### config.mk
export PLATFORM = sky130hd
export DESIGN_NAME = tlb_fa
export DESIGN_NICKNAME = d
export VERILOG_FILES = /design/src/rtl/tlb_pkg.sv /design/src/rtl/tlb_match.sv /design/src/rtl/tlb_victim.sv /design/src/rtl/tlb_fa.sv
export SDC_FILE = /design/constraint.sdc
export NUM_CORES = 2
export LEC_CHECK = 0
export BUFFER_PORTS_ARGS = -buffer_cell sky130_fd_sc_hd__buf_2
export CAP_MARGIN = 20
export CORE_MARGIN = 1
export CORE_UTILIZATION = 30
export CTS_BUF_LIST = sky130_fd_sc_hd__clkbuf_8
export DETAILED_ROUTE_END_ITERATION = 8
export PLACE_DENSITY_LB_ADDON = 0.05
export REMOVE_ABC_BUFFERS = 1
export SETUP_SLACK_MARGIN = 0.15
export SYNTH_ARGS = -nofsm -noshare
export SYNTH_HDL_FRONTEND = slang
export SYNTH_SLANG_ARGS = --single-unit
### constraint.sdc
create_clock -name clk -period 21 [get_ports clk]
set_input_delay 4.2 -clock clk [delete_from_list [all_inputs] [get_ports clk]]
set_output_delay 4.2 -clock clk [all_outputs]
set_load 0.005 [all_outputs]
### src/rtl/tlb_pkg.sv
package tlb_pkg;

    typedef enum logic [0:0] {
        REPL_LRU  = 1'b0,
        REPL_RAND = 1'b1
    } repl_e;

    // 16-bit maximal-length Fibonacci shift register step
    function automatic logic [15:0] lfsr16_next(logic [15:0] s);
        return {s[14:0], s[15] ^ s[13] ^ s[12] ^ s[10]};
    endfunction

endpackage

### src/rtl/tlb_match.sv
module tlb_match #(
    parameter int N     = 16,
    parameter int VPN_W = 20,
    parameter int IDX_W = $clog2(N)
) (
    input  logic [N-1:0]            vld,
    input  logic [N-1:0][VPN_W-1:0] tags,
    input  logic [VPN_W-1:0]        key,
    output logic                    hit,
    output logic [IDX_W-1:0]        idx
);

    logic [N-1:0] eq;

    // one comparator per slot, all in parallel
    for (genvar g = 0; g < N; g++) begin : g_cmp
        assign eq[g] = vld[g] && (tags[g] == key);
    end

    always_comb begin
        hit = |eq;
        idx = '0;
        for (int i = 0; i < N; i++) begin
            if (eq[i]) idx = IDX_W'(i);
        end
    end

endmodule

### src/rtl/tlb_victim.sv
module tlb_victim
    import tlb_pkg::*;
#(
    parameter int    N     = 16,
    parameter int    IDX_W = $clog2(N),
    parameter repl_e MODE  = REPL_LRU
) (
    input  logic [N-1:0]            vld,
    input  logic [N-1:0][IDX_W-1:0] age,
    input  logic [IDX_W-1:0]        rnd,
    output logic [IDX_W-1:0]        idx
);

    logic             free_found;
    logic [IDX_W-1:0] free_idx;
    logic [IDX_W-1:0] lru_idx;

    always_comb begin
        free_found = 1'b0;
        free_idx   = '0;
        // descending scan leaves the lowest free slot
        for (int i = N - 1; i >= 0; i--) begin
            if (!vld[i]) begin
                free_found = 1'b1;
                free_idx   = IDX_W'(i);
            end
        end
        lru_idx = '0;
        for (int i = 0; i < N; i++) begin
            if (age[i] == IDX_W'(N - 1)) lru_idx = IDX_W'(i);
        end
        if (free_found)           idx = free_idx;
        else if (MODE == REPL_LRU) idx = lru_idx;
        else                       idx = rnd;
    end

endmodule

### src/rtl/tlb_fa.sv
module tlb_fa
    import tlb_pkg::*;
#(
    parameter int    N     = 16,
    parameter int    VPN_W = 20,
    parameter int    PFN_W = 20,
    parameter repl_e MODE  = REPL_LRU
) (
    input  logic             clk,
    input  logic             rst_n,
    input  logic             lk_valid,
    input  logic             lk_write,
    input  logic [VPN_W-1:0] lk_vpn,
    output logic             lk_hit,
    output logic             lk_miss,
    output logic [PFN_W-1:0] lk_pfn,
    input  logic             fill_valid,
    input  logic [VPN_W-1:0] fill_vpn,
    input  logic [PFN_W-1:0] fill_pfn,
    input  logic             fill_ref,
    input  logic             fill_mod,
    input  logic             inv_valid,
    input  logic [VPN_W-1:0] inv_vpn,
    input  logic             flush_all,
    output logic             busy,
    output logic             wb_valid,
    output logic [VPN_W-1:0] wb_vpn,
    output logic             wb_ref,
    output logic             wb_mod
);

    localparam int               IDX_W = $clog2(N);
    localparam logic [IDX_W-1:0] LAST  = IDX_W'(N - 1);

    typedef logic [N-1:0][IDX_W-1:0] age_t;

    typedef struct packed {
        logic [N-1:0]            vld;
        logic [N-1:0][VPN_W-1:0] tag;
        logic [N-1:0][PFN_W-1:0] pfn;
        logic [N-1:0]            rf;
        logic [N-1:0]            md;
        logic [N-1:0]            chg;
        age_t                    age;
        logic                    busy;
        logic [IDX_W-1:0]        scan;
        logic [15:0]             lfsr;
        logic                    wb_v;
        logic [VPN_W-1:0]        wb_vpn;
        logic                    wb_ref;
        logic                    wb_mod;
    } st_t;

    function automatic st_t reset_state();
        st_t r = '0;
        for (int i = 0; i < N; i++) r.age[i] = IDX_W'(i);
        r.lfsr = 16'hACE1;
        return r;
    endfunction

    // mark slot t most recent; older-than-t slots stay put
    function automatic age_t touch(age_t a, logic [IDX_W-1:0] t);
        age_t r = a;
        for (int i = 0; i < N; i++) begin
            if (a[i] < a[t]) r[i] = a[i] + 1'b1;
        end
        r[t] = '0;
        return r;
    endfunction

    st_t s_q, s_d;

    logic             lk_m_hit;
    logic [IDX_W-1:0] lk_idx;
    logic             mk_hit;
    logic [IDX_W-1:0] mk_idx;
    logic [VPN_W-1:0] mk_key;
    logic [IDX_W-1:0] vic_idx;
    logic [IDX_W-1:0] tgt;
    logic             rm_v;
    logic [IDX_W-1:0] rm_idx;

    // views for the bound checker
    logic [N-1:0]            ent_vld;
    logic [N-1:0][VPN_W-1:0] ent_tag;
    assign ent_vld = s_q.vld;
    assign ent_tag = s_q.tag;

    assign mk_key = inv_valid ? inv_vpn : fill_vpn;

    tlb_match #(.N(N), .VPN_W(VPN_W), .IDX_W(IDX_W)) u_lk_match (
        .vld (s_q.vld),
        .tags(s_q.tag),
        .key (lk_vpn),
        .hit (lk_m_hit),
        .idx (lk_idx)
    );

    tlb_match #(.N(N), .VPN_W(VPN_W), .IDX_W(IDX_W)) u_mk_match (
        .vld (s_q.vld),
        .tags(s_q.tag),
        .key (mk_key),
        .hit (mk_hit),
        .idx (mk_idx)
    );

    tlb_victim #(.N(N), .IDX_W(IDX_W), .MODE(MODE)) u_victim (
        .vld(s_q.vld),
        .age(s_q.age),
        .rnd(s_q.lfsr[IDX_W-1:0]),
        .idx(vic_idx)
    );

    always_comb begin
        s_d      = s_q;
        s_d.wb_v = 1'b0;
        s_d.lfsr = lfsr16_next(s_q.lfsr);

        lk_hit  = lk_valid && !s_q.busy && lk_m_hit;
        lk_miss = lk_valid && !s_q.busy && !lk_m_hit;
        lk_pfn  = s_q.pfn[lk_idx];

        tgt    = mk_hit ? mk_idx : vic_idx;
        rm_v   = 1'b0;
        rm_idx = '0;

        if (s_q.busy) begin
            if (s_q.vld[s_q.scan] && s_q.chg[s_q.scan]) begin
                s_d.wb_v   = 1'b1;
                s_d.wb_vpn = s_q.tag[s_q.scan];
                s_d.wb_ref = s_q.rf[s_q.scan];
                s_d.wb_mod = s_q.md[s_q.scan];
            end
            s_d.vld[s_q.scan] = 1'b0;
            if (s_q.scan == LAST) s_d.busy = 1'b0;
            s_d.scan = s_q.scan + 1'b1;
        end else if (flush_all) begin
            s_d.busy = 1'b1;
            s_d.scan = '0;
        end else begin
            if (inv_valid) begin
                if (mk_hit) begin
                    rm_v   = 1'b1;
                    rm_idx = mk_idx;
                    if (s_q.chg[mk_idx]) begin
                        s_d.wb_v   = 1'b1;
                        s_d.wb_vpn = s_q.tag[mk_idx];
                        s_d.wb_ref = s_q.rf[mk_idx];
                        s_d.wb_mod = s_q.md[mk_idx];
                    end
                    s_d.vld[mk_idx] = 1'b0;
                end
            end else if (fill_valid) begin
                rm_v   = 1'b1;
                rm_idx = tgt;
                if (s_q.vld[tgt] && s_q.chg[tgt]) begin
                    s_d.wb_v   = 1'b1;
                    s_d.wb_vpn = s_q.tag[tgt];
                    s_d.wb_ref = s_q.rf[tgt];
                    s_d.wb_mod = s_q.md[tgt];
                end
                s_d.vld[tgt] = 1'b1;
                s_d.tag[tgt] = fill_vpn;
                s_d.pfn[tgt] = fill_pfn;
                s_d.rf[tgt]  = fill_ref;
                s_d.md[tgt]  = fill_mod;
                s_d.chg[tgt] = 1'b0;
            end

            if (lk_hit && !(rm_v && (rm_idx == lk_idx))) begin
                s_d.rf[lk_idx] = 1'b1;
                if (lk_write) s_d.md[lk_idx] = 1'b1;
                if (!s_q.rf[lk_idx] || (lk_write && !s_q.md[lk_idx]))
                    s_d.chg[lk_idx] = 1'b1;
                s_d.age = touch(s_d.age, lk_idx);
            end

            if (!inv_valid && fill_valid) s_d.age = touch(s_d.age, tgt);
        end
    end

    always_ff @(posedge clk) begin
        if (!rst_n) s_q <= reset_state();
        else        s_q <= s_d;
    end

    assign busy     = s_q.busy;
    assign wb_valid = s_q.wb_v;
    assign wb_vpn   = s_q.wb_vpn;
    assign wb_ref   = s_q.wb_ref;
    assign wb_mod   = s_q.wb_mod;

endmodule

==> impl_results.md <==
- Clock Latency Late Sink: slightly below 1000 ps
- Worst Path Arrival: between 10000 and 15000 ps
- Power Dens Cells: 56.7 mW/mm^2
- Synth area leaders: dfxtp_1 (27%), nand2_1 (13%), xnor2_1 (9.2%), mux4_2 (7.7%), a21oi_1 (7.5%)
- Post-synth EDFFs: 0
- Worst-path cell chain: buf_2, buf_4, xnor2_1, nand4_1, nor4_1, nand4_1, a31oi_1, o21ba_4, buf_4, buf_4, buf_4, mux4_2, a22oi_1, nand2_1, buf_2
- Minimum clock period: roughly 14000 ps
- Post-DRT Antenna Nets: 0
- CP max FO: 33
- Hold_buf cts: 0
- Clk_skew: 64.1 ps
- Post-Syn Area: 0.0583 sq mm
- H-tree depth: 4
- Hold Crit Class: flop to flop
- Layout cells sized above 1: between 10 and 15%
- Core area: approximately 0.19 sq mm
- Post-DP HPWL: roughly 280000 um
- Top Usage Layer GRT: met2
- DRT iter0 DRCs: 8392
- Startpoint Class: input port
- Drt first pass iters: 6
- Kind of end point of the critical path: output pin
- Final Wtd Congestion: 1.13
- Yosys cell types: between 100 and 150
- Met1 usage: between 50% and 60%
- Worst IR drop on VDD: roughly 0.000053 V
- Routed vias: ~64000
- Total CTS buffers: around 160
- Fin nets: around 7900
- Area of the die: approximately 0.2 sq mm
- Largest delay contributor family on the critical path: buffers and inverters
- Cell count after synthesis: between 7000 and 8000
- Number of remaining DRC errors: 0
- Vias in the first global route: between 50000 and 60000
- Die width: 443 um
- Top cell type by total area after synthesis: dfxtp_1
- Clock sink count: just under 800
- Async S/R FF share, synth: 0%
- Slew of the pin with the lowest slew margin: 1320 ps
- Total wire length: between 300000 and 400000 um
- Final Cycle Share: 68.9%
- Setup Buffers After CTS: 0
- Placed cell count: between 10000 and 15000
- Max-cap violations: 0
- Slowest stage cell on the critical path: buf_4
- Hold slack: around 450 ps
- Syn-to-layout area delta: 12.1%
- CTS tree: done
- Fin cells: 10300
- Worst Path Required: around 17000 ps
- Longest Clk Path Bufs: 3
- Post-synth top area share: 27.3%
- Top cells by count, synth: nand2_1 (2054), a21oi_1 (870), dfxtp_1 (796)
- Yosys reg bits: 796
- Port bufs: around 130
- CP peak stage delay: 660 ps
- CP dominant cell by count: buf_4
- Starting Density: a little under a third
- Fmax: approximately 69 MHz
- Avg Cell Area, Syn: between 7 and 8 sq um
- Initial antenna violation count: 17
- GR Overflow Total: 0
- Die height: about 440 um
- Tot GR Track Use: between 30 and 40%
- Row count: about 160
- RSZ-0062 raised after global routing: false
- Critical path class: input port to output pin
- Post-synthesis sequential area ratio: a little over a quarter
- Drt wl/cell: approximately 39 um
- Global-route track usage on met3: 8.06%
- Critical path buffers and inverters: 6
- Final setup viols: 0
- Setup TNS: 0 ps
- PostCTS Resize Cnt: 0
- Global routing usage on met2: 58.1%
- Lkg Pwr: about 0.022 uW
- Outcome: finished, final reports clean
- First-pass GRT wire length: around 530000 um
- Most common cell in the netlist: nand2_1
- I/O pins: approximately 140
- Rel. slew slack: 11.4%
- Largest net degree at the start of global routing: 123
- Prevailing post-synth register cell: dfxtp_1
- PnR Total Power: 3700 uW
- Clock transition at the registers of the reported paths: approximately 60 ps
- Syn. warnings: 0
- Clock root cell: clkbuf_8
- Fin. max-slew vios: 0
- Vias per cell: between 6 and 7
- Final hold vios: 0
flip-flops by register name, indices dropped and copies added (netlist names):
| signal | flops |
|---|---|
| s_q | 436 |
| busy | 1 |
| wb_vpn | 20 |
| ent_vld | 16 |
| ent_tag | 320 |
| wb_valid | 1 |
| wb_mod | 1 |
| wb_ref | 1 |
cells in the final DEF, fill, tap and decap left out, drive strengths merged, types with 93 or more instances in the layout:
master,netlist,final
nand2,2054,2054
a21oi,874,874
dfxtp,796,796
xnor2,610,610
buf,170,422
nand3,342,342
nor2,241,241
o21ai,239,239
mux4,199,199
clkbuf,501,197
nand4,183,183
nor4,159,159
inv,84,145
ha,116,116
xor2,100,100
nor3,94,94
mux2,93,93
metal layers:
layer / wire length [um] / vias to the layer above
li1: - / 27200
met1: 176000 / 32200
met2: 168000 / 3534
met3: 35900 / 680
met4: 18900 / 2
met5: 10 / -
worst paths after layout:
check	cells after the start	slack [ps]	start	end
max reg2reg	31	9680	ent_tag[181]	s_q[67]
max	15	6530	lk_vpn[4]	lk_pfn[16]
min	2	450	s_q[190]	s_q[190]
min reg2reg	2	450	s_q[190]	s_q[190]
where the power goes:
part | switching (uW) | internal [uW]
clock network | 804 | 863
registers | 24.4 | 1520
logic | 350 | 141
total | 1180 | 2520
final cells by class:
type / instances / area [sq um]
Antenna cell: 10 / 25.0
Multi-Input combinational cell: 6194 / 39700
Tap cell: 2526 / 3160
Timing Repair Buffer: 423 / 3000
Clock inverter: 80 / 474
Sequential cell: 796 / 15900
Clock buffer: 197 / 2710
Fill cell: 20400 / 127000
Inverter: 84 / 323
stage by stage:
| step | setup WS [ps] | cell area, sq um | utilization, % |
|---|---|---|---|
| CTS | 6710 | 65300 | 33.9 |
| floorplan | -21250 | 55500 | - |
| global placement | 6350 | 61900 | 32.1 |
| finish | 6530 | 65300 | 33.9 |
| global route | 6430 | 65300 | 33.9 |
| detailed placement | 6240 | 62100 | 32.2 |
cells by family (layout without fill, tap and decap cells):
family	after synthesis	after routing	synth area share, %
simple gates	3362	3362	25.9
compound gates	1638	1638	17.1
flops	796	796	27.3
buf+inv	755	784	5.33
xor+xnor	710	710	10.7
mux	359	359	11.1
fa+ha+maj	125	125	2.64
other cells	0	10	0
worst min-delay path, cell delays in order (launching register included):
cell	delay (ps)
dfxtp_1	300
nand2_1	50
a21oi_1	50
No activity file was read; power rests on OpenSTA's default activity.
